--- src/rtl/core_cycle_pkg.sv ---
package core_cycle_pkg;
  parameter int unsigned WORD_W    = 16;
  parameter int unsigned BYTE_W    = 8;
  parameter int unsigned NBYTE     = WORD_W / BYTE_W;
  parameter int unsigned BIT_IDX_W = $clog2(WORD_W);
  parameter int unsigned STEP_W    = 3;
  parameter int unsigned TOT_W     = WORD_W + NBYTE;

  // step numbers at which the cycle's events happen
  parameter logic [STEP_W-1:0] CAPTURE_STEP = 3'd0;
  parameter logic [STEP_W-1:0] LOAD_STEP    = 3'd3;
  parameter logic [STEP_W-1:0] WRITE_STEP   = 3'd4;
  parameter logic [STEP_W-1:0] STOP_STEP    = 3'd6;
  parameter logic [STEP_W-1:0] LAST_STEP    = 3'd7;

  typedef logic [WORD_W-1:0] word_t;
  typedef logic [NBYTE-1:0]  par_t;

  // odd parity bit per byte: set when the byte holds an even count of ones
  function automatic par_t gen_par(word_t w);
    par_t p;
    for (int b = 0; b < NBYTE; b++) p[b] = ~(^w[b*BYTE_W +: BYTE_W]);
    return p;
  endfunction

  // per-byte error flag: byte plus its parity bit holds an even count of ones
  function automatic par_t chk_par(word_t w, par_t p);
    par_t bad;
    for (int b = 0; b < NBYTE; b++) bad[b] = ~(^{w[b*BYTE_W +: BYTE_W], p[b]});
    return bad;
  endfunction
endpackage

--- src/rtl/cyc_ring.sv ---
module cyc_ring
  import core_cycle_pkg::*;
(
  input  logic              clk,
  input  logic              rst_n,
  input  logic              start_i,
  input  logic              hold_i,
  output logic              accept_o,
  output logic              active_o,
  output logic [STEP_W-1:0] step_o
);
  logic              active_q;
  logic [STEP_W-1:0] step_q;

  assign accept_o = start_i & ~active_q & ~hold_i;
  assign active_o = active_q;
  assign step_o   = step_q;

  always_ff @(posedge clk) begin
    if (!rst_n) begin
      active_q <= 1'b0;
      step_q   <= '0;
    end else if (accept_o) begin
      active_q <= 1'b1;
      step_q   <= '0;
    end else if (active_q) begin
      if (step_q == LAST_STEP) active_q <= 1'b0;
      else                     step_q   <= step_q + 1'b1;
    end
  end

  p_step_adv_r1: assert property (@(posedge clk) disable iff (!rst_n)
    (active_q && step_q != LAST_STEP) |=> (active_q && step_q == STEP_W'($past(step_q) + 1)));

  p_cycle_end_r1: assert property (@(posedge clk) disable iff (!rst_n)
    (active_q && step_q == LAST_STEP) |=> !active_q);

  p_busy_start_r2: assert property (@(posedge clk) disable iff (!rst_n)
    (active_q && start_i && step_q != LAST_STEP) |=> (step_q != '0));
endmodule

--- src/rtl/core_store.sv ---
module core_store
  import core_cycle_pkg::*;
#(
  parameter int unsigned ADDR_W = 6
) (
  input  logic              clk,
  input  logic              rst_n,
  input  logic [ADDR_W-1:0] addr_i,
  input  logic              clr_en_i,
  input  logic              wr_en_i,
  input  logic [TOT_W-1:0]  wr_word_i,
  output logic [TOT_W-1:0]  rd_word_o
);
  localparam int unsigned DEPTH = 1 << ADDR_W;
  localparam logic [TOT_W-1:0] INIT_WORD = {{NBYTE{1'b1}}, {WORD_W{1'b0}}};

  logic [TOT_W-1:0] cells [DEPTH];

  assign rd_word_o = cells[addr_i];

  always_ff @(posedge clk) begin
    if (!rst_n) begin
      for (int i = 0; i < DEPTH; i++) cells[i] <= INIT_WORD;
    end else if (wr_en_i) begin
      cells[addr_i] <= wr_word_i;
    end else if (clr_en_i) begin
      cells[addr_i] <= '0;
    end
  end
endmodule

--- src/rtl/core_cycle_seq.sv ---
module core_cycle_seq
  import core_cycle_pkg::*;
#(
  parameter int unsigned ADDR_W = 6
) (
  input  logic                 clk,
  input  logic                 rst_n,
  input  logic                 start_i,
  input  logic [ADDR_W-1:0]    addr_i,
  input  logic                 store_i,
  input  logic [WORD_W-1:0]    wdata_i,
  input  logic                 fault_en_i,
  input  logic [BIT_IDX_W-1:0] fault_bit_i,
  input  logic                 err_clr_i,
  output logic [WORD_W-1:0]    rdata_o,
  output logic                 busy_o,
  output logic                 par_stop_o
);
  logic              accept, active;
  logic [STEP_W-1:0] step;
  logic [ADDR_W-1:0] addr_q;
  logic              store_q, perr_q, stop_q;
  word_t             wdata_q, fmask_q, buf_q, rdata_q, read_word;
  logic [TOT_W-1:0]  loc_word, wr_word;

  // named cycle events
  logic cap_evt, load_evt, wr_evt, stop_evt;
  assign cap_evt  = active && step == CAPTURE_STEP;
  assign load_evt = active && step == LOAD_STEP && store_q;
  assign wr_evt   = active && step == WRITE_STEP;
  assign stop_evt = active && step == STOP_STEP && perr_q;

  cyc_ring u_ring (
    .clk(clk), .rst_n(rst_n), .start_i(start_i), .hold_i(stop_q),
    .accept_o(accept), .active_o(active), .step_o(step)
  );

  assign read_word = loc_word[WORD_W-1:0] | fmask_q;
  assign wr_word   = {gen_par(buf_q), buf_q};

  core_store #(.ADDR_W(ADDR_W)) u_store (
    .clk(clk), .rst_n(rst_n), .addr_i(addr_q), .clr_en_i(cap_evt),
    .wr_en_i(wr_evt), .wr_word_i(wr_word), .rd_word_o(loc_word)
  );

  always_ff @(posedge clk) begin
    if (!rst_n) begin
      addr_q  <= '0;
      store_q <= 1'b0;
      wdata_q <= '0;
      fmask_q <= '0;
      buf_q   <= '0;
      rdata_q <= '0;
      perr_q  <= 1'b0;
      stop_q  <= 1'b0;
    end else begin
      if (accept) begin
        addr_q  <= addr_i;
        store_q <= store_i;
        wdata_q <= wdata_i;
        fmask_q <= fault_en_i ? (word_t'(1) << fault_bit_i) : '0;
      end
      if (cap_evt) begin
        buf_q   <= read_word;
        rdata_q <= read_word;
        perr_q  <= |chk_par(read_word, loc_word[TOT_W-1:WORD_W]);
      end else if (load_evt) begin
        buf_q <= wdata_q;
      end
      if (stop_evt)       stop_q <= 1'b1;
      else if (err_clr_i) stop_q <= 1'b0;
    end
  end

  assign rdata_o    = rdata_q;
  assign busy_o     = active;
  assign par_stop_o = stop_q;

  p_loc_cleared_r4: assert property (@(posedge clk) disable iff (!rst_n)
    (active && step >= 3'd1 && step <= LOAD_STEP) |-> (loc_word == '0));

  p_loc_restored_r4: assert property (@(posedge clk) disable iff (!rst_n)
    (active && step == 3'd5) |-> (loc_word[WORD_W-1:0] == buf_q &&
                                  chk_par(loc_word[WORD_W-1:0], loc_word[TOT_W-1:WORD_W]) == '0));

  p_store_loaded_r5: assert property (@(posedge clk) disable iff (!rst_n)
    (wr_evt && store_q) |-> (buf_q == wdata_q));

  p_stop_at_t6_r7: assert property (@(posedge clk) disable iff (!rst_n)
    $rose(stop_q) |-> ($past(active) && $past(step) == STOP_STEP));

  p_stop_blocks_r8: assert property (@(posedge clk) disable iff (!rst_n)
    (stop_q && !active) |=> !active);

  p_stop_sticky_r8: assert property (@(posedge clk) disable iff (!rst_n)
    (stop_q && !err_clr_i) |=> stop_q);
endmodule

--- config.mk ---
export PLATFORM = sky130hd
export DESIGN_NAME = core_cycle_seq
export DESIGN_NICKNAME = d
export VERILOG_FILES = /design/src/rtl/core_cycle_pkg.sv /design/src/rtl/cyc_ring.sv /design/src/rtl/core_store.sv /design/src/rtl/core_cycle_seq.sv
export SDC_FILE = /design/constraint.sdc
export NUM_CORES = 2
export LEC_CHECK = 0
export ABC_AREA = 1
export BUFFER_PORTS_ARGS = -buffer_cell sky130_fd_sc_hd__buf_2
export CAP_MARGIN = 20
export CORE_MARGIN = 3
export CORE_UTILIZATION = 57
export CTS_CLUSTER_DIAMETER = 40
export DETAILED_ROUTE_END_ITERATION = 6
export PLACE_DENSITY = 0.76
export REMOVE_ABC_BUFFERS = 1
export SLEW_MARGIN = 40
export SYNTH_ARGS = -nofsm -noshare
export SYNTH_HDL_FRONTEND = slang
export SYNTH_SLANG_ARGS = --single-unit
--- constraint.sdc ---
create_clock -name clk -period 2.89 [get_ports clk]
set_clock_uncertainty 0.2 [all_clocks]
set_input_delay 0.4335 -clock clk [delete_from_list [all_inputs] [get_ports clk]]
set_output_delay 0.4335 -clock clk [all_outputs]
set_load 0.02 [all_outputs]
==> results_dict.tcl <==
set metrics [dict create \
    synth_top_area_cell "edfxtp_1" \
    min_path_type "in -> reg" \
    io_pins 50 \
    grt_max_degree 91 \
    htree_levels 4 \
    setup_tns_ps -241 \
    synth_seq_cells 1235 \
    placedInstanceArea_mm2 0.0609 \
    reg2regPathDepth 18 \
    whs_endpoint "rdata_o[6]" \
    cts_tree "done" \
    finalWirelength_um 176000 \
    rr_endpoint "perr_q" \
    synth_common_cells "nand2_1, nor2_1, edfxtp_1, nand3_1, clkbuf_1" \
    failed_checks "design-rule violations, negative setup slack" \
    synth_top_area_share_pct 62.2 \
    vdd.ir_drop.worst_v 0.000596 \
    drc_errors 4 \
    hold_viol 0 \
    timing.hold.ws_ps 42.5 \
    maxCapViolations 0 \
    synth_edf_count 1152 \
    end_kind "flip-flop" \
    synth_area_per_cell_um2 9.54 \
    antenna_found_initial 5 \
    min_from "rst_n" \
    drtIter0Drc 6930 \
    status "finished, violations left" \
    port_buffers 49 \
    max_freq_mhz 331 \
    ys_warn_count 0 \
    die_h_um 318 \
    drt_first_pass_iters 7 \
    coreArea_mm2 0.0959 \
    grt_pass1_wl_um 263000 \
    reg2reg_setup_slack_ps -130 \
    ant_nets 0 \
    tightest_slew_ps 660 \
    synthFlopType "edfxtp_1" \
    async_flop_share_pct 0 \
    total_leakage_power_nw 25.1 \
    netlist_area_mm2 0.0556 \
    yosysUniqueCellTypes 32 \
    root_buffer "clkbuf_16" \
    finalSetupViolations 3 \
    synth_area_leaders "edfxtp_1, nand2_1, nor2_1" \
    cp_max_fo 11 \
    ys_seq_area_share_pct 65.2 \
    required_ps 3340 \
    grtUsageTotal_pct 34.1 \
    clkTransAtPathRegs_ps 60 \
    start_kind "flip-flop" \
    areaGrowthSynthToFinish_pct 21.1 \
    relSlewSlack_pct 55.7 \
    power.density_mw_per_mm2 686 \
    synth.most_common_cell "nand2_1" \
    fin_util_pct 70.2 \
    dieArea_mm2 0.101 \
    clock-sinks 1235 \
    drive_gt1_share_pct 15.3 \
    cts_max_path_buffers 3 \
    place_hpwl_um 108000 \
    maxSlewViolCount 0 \
    worst_slack_ps -128 \
    period_needed_ps 3020 \
    overflow 0 \
    critical_path_class "reg -> reg" \
    hold_path_depth 4 \
    cts_made_buffers 151 \
    num_rows 113 \
    layout.nets 6155 \
    fin_area_mm2 0.0673 \
    grt_pass1_vias 44400 \
    vias_per_cell 6.10 \
    chipWidth_um 318 \
    synthCells 5828 \
    period_share_pct 104 \
    vias 45800 \
    place_congestion 0.967 \
    insertion_delay_ps 760 \
    post_drt_wl_per_cell_um 23.5 \
    floorplan.initialDensity_pct 58.0 \
    rsz0062_at_grt "true" \
    cp.arrival_ps 3470 \
]
==> placed cells by master (no fill, tap or decap), types with 12 or more instances in the layout <==
| master | synthesis | layout |
|---|---|---|
| clkinv_2 | 0 | 13 |
| clkinvlp_4 | 0 | 19 |
| buf_4 | 18 | 337 |
| nor2_2 | 4 | 28 |
| buf_16 | 0 | 12 |
| dlygate4sd3_1 | 0 | 31 |
| a21oi_1 | 47 | 41 |
| inv_6 | 0 | 18 |
| nor3_1 | 16 | 16 |
| o22ai_1 | 48 | 47 |
| nand2_1 | 1548 | 1493 |
| buf_2 | 117 | 48 |
| bufinv_16 | 0 | 14 |
| nand3_1 | 879 | 821 |
| inv_1 | 89 | 85 |
| buf_12 | 0 | 137 |
| nand2_4 | 0 | 16 |
| clkinv_1 | 67 | 82 |
| o211ai_1 | 13 | 13 |
| a31oi_1 | 16 | 16 |
| o21ai_0 | 104 | 100 |
| clkbuf_16 | 0 | 161 |
| dfxtp_1 | 83 | 78 |
| o21ai_1 | 27 | 28 |
| clkbuf_1 | 259 | 26 |
| nand2_2 | 0 | 39 |
| nor2_1 | 1251 | 1227 |
| edfxtp_1 | 1152 | 1152 |
| nand3_2 | 1 | 57 |
==> power breakdown <==
group	switching, W	total [W]	leakage (nW)	internal (W)
clock	0.00755	0.0188	2.38	0.0113
combinational	0.00490	0.00705	10.6	0.00214
sequential	0.000248	0.0203	12.1	0.0201
total	0.0127	0.0462	25.1	0.0335
==> metrics by stage <==
stage / setup slack [ps] / std cells / total power [W]
finish: -128 / 7504 / 0.0462
global route: -235 / 7501 / 0.0474
CTS: -27.1 / 7492 / 0.0459
detailed placement: -210 / 7166 / 0.0271
global placement: -217 / 7166 / 0.0270
floorplan: -23370 / 5381 / 0.0239
==> repair_timing <==
action,CTS,global route
pin swaps,23,18
hold endpoints to repair,47,0
gates resized for setup,90,80
endpoints found under the setup margin,4,457
cloned,6,6
setup buffers,19,3
hold buffers,31,0
==> worst max-delay path by stage <==
stage | startpoint | slack (ps) | depth (start not counted) | to
6_report | flip-flop | -130 | 18 | perr_q
3_3_place_gp | flip-flop | -220 | 21 | perr_q
5_1_grt | flip-flop | -240 | 23 | perr_q
2_1_floorplan | flip-flop | -23370 | 21 | perr_q
3_5_place_dp | flip-flop | -210 | 21 | perr_q
4_1_cts | flip-flop | -30 | 19 | perr_q
==> cell families (layout without fill, tap and decap cells) <==
family / Yosys count / count (layout) / share of synthesized area, %
xor+xnor: 12 / 12 / 0.189
simple gates: 3705 / 3705 / 27.1
compound gates: 259 / 259 / 2.56
buf+inv: 612 / 1020 / 4.81
flops: 1235 / 1235 / 65.2
other cells: 0 / 3 / 0
fa+ha+maj: 5 / 5 / 0.113
==> worst max-delay path, stage by stage, from the launching register on <==
cell	delay (ps)
dfxtp_4	450
inv_12	100
buf_12	160
buf_4	150
o21ai_1	130
o22ai_1	100
buf_4	170
o211ai_1	390
o21ai_1	160
nor2_2	200
nor2_2	70
nor2_2	140
inv_2	70
nand2_1	80
nand3_1	70
nand2_1	90
nand3_1	90
nand2_1	70
inv_1	30
==> metal layers <==
layer  global-route usage [%]  share of wire, %
met5                        0                 0
met4                     18.8               5.8
met3                     8.54                13
met2                     53.0                46
met1                     44.1                34
==> area by class of cell <==
cell class,count,area (µm²)
inverters,165,651
flip-flops and latches,1235,36300
multi-input cells,3981,17300
diodes,3,7.51
clock inverters,86,937
repair inverters,1,7.51
repair buffers,583,6510
clock buffers,185,4040
well taps,1265,1580
fillers,6544,28500
==> registers in the layout, summed over array words and instances (netlist names), named ones only <==
register	cells
u_store.cells	1152
buf_q	16
fmask_q	16
rdata_o	16
wdata_q	16
addr_q	6
u_ring.step_o	3
par_stop_o	1
perr_q	1
store_q	1
u_ring.active_o	1
Power figures use the tool's default switching activity.
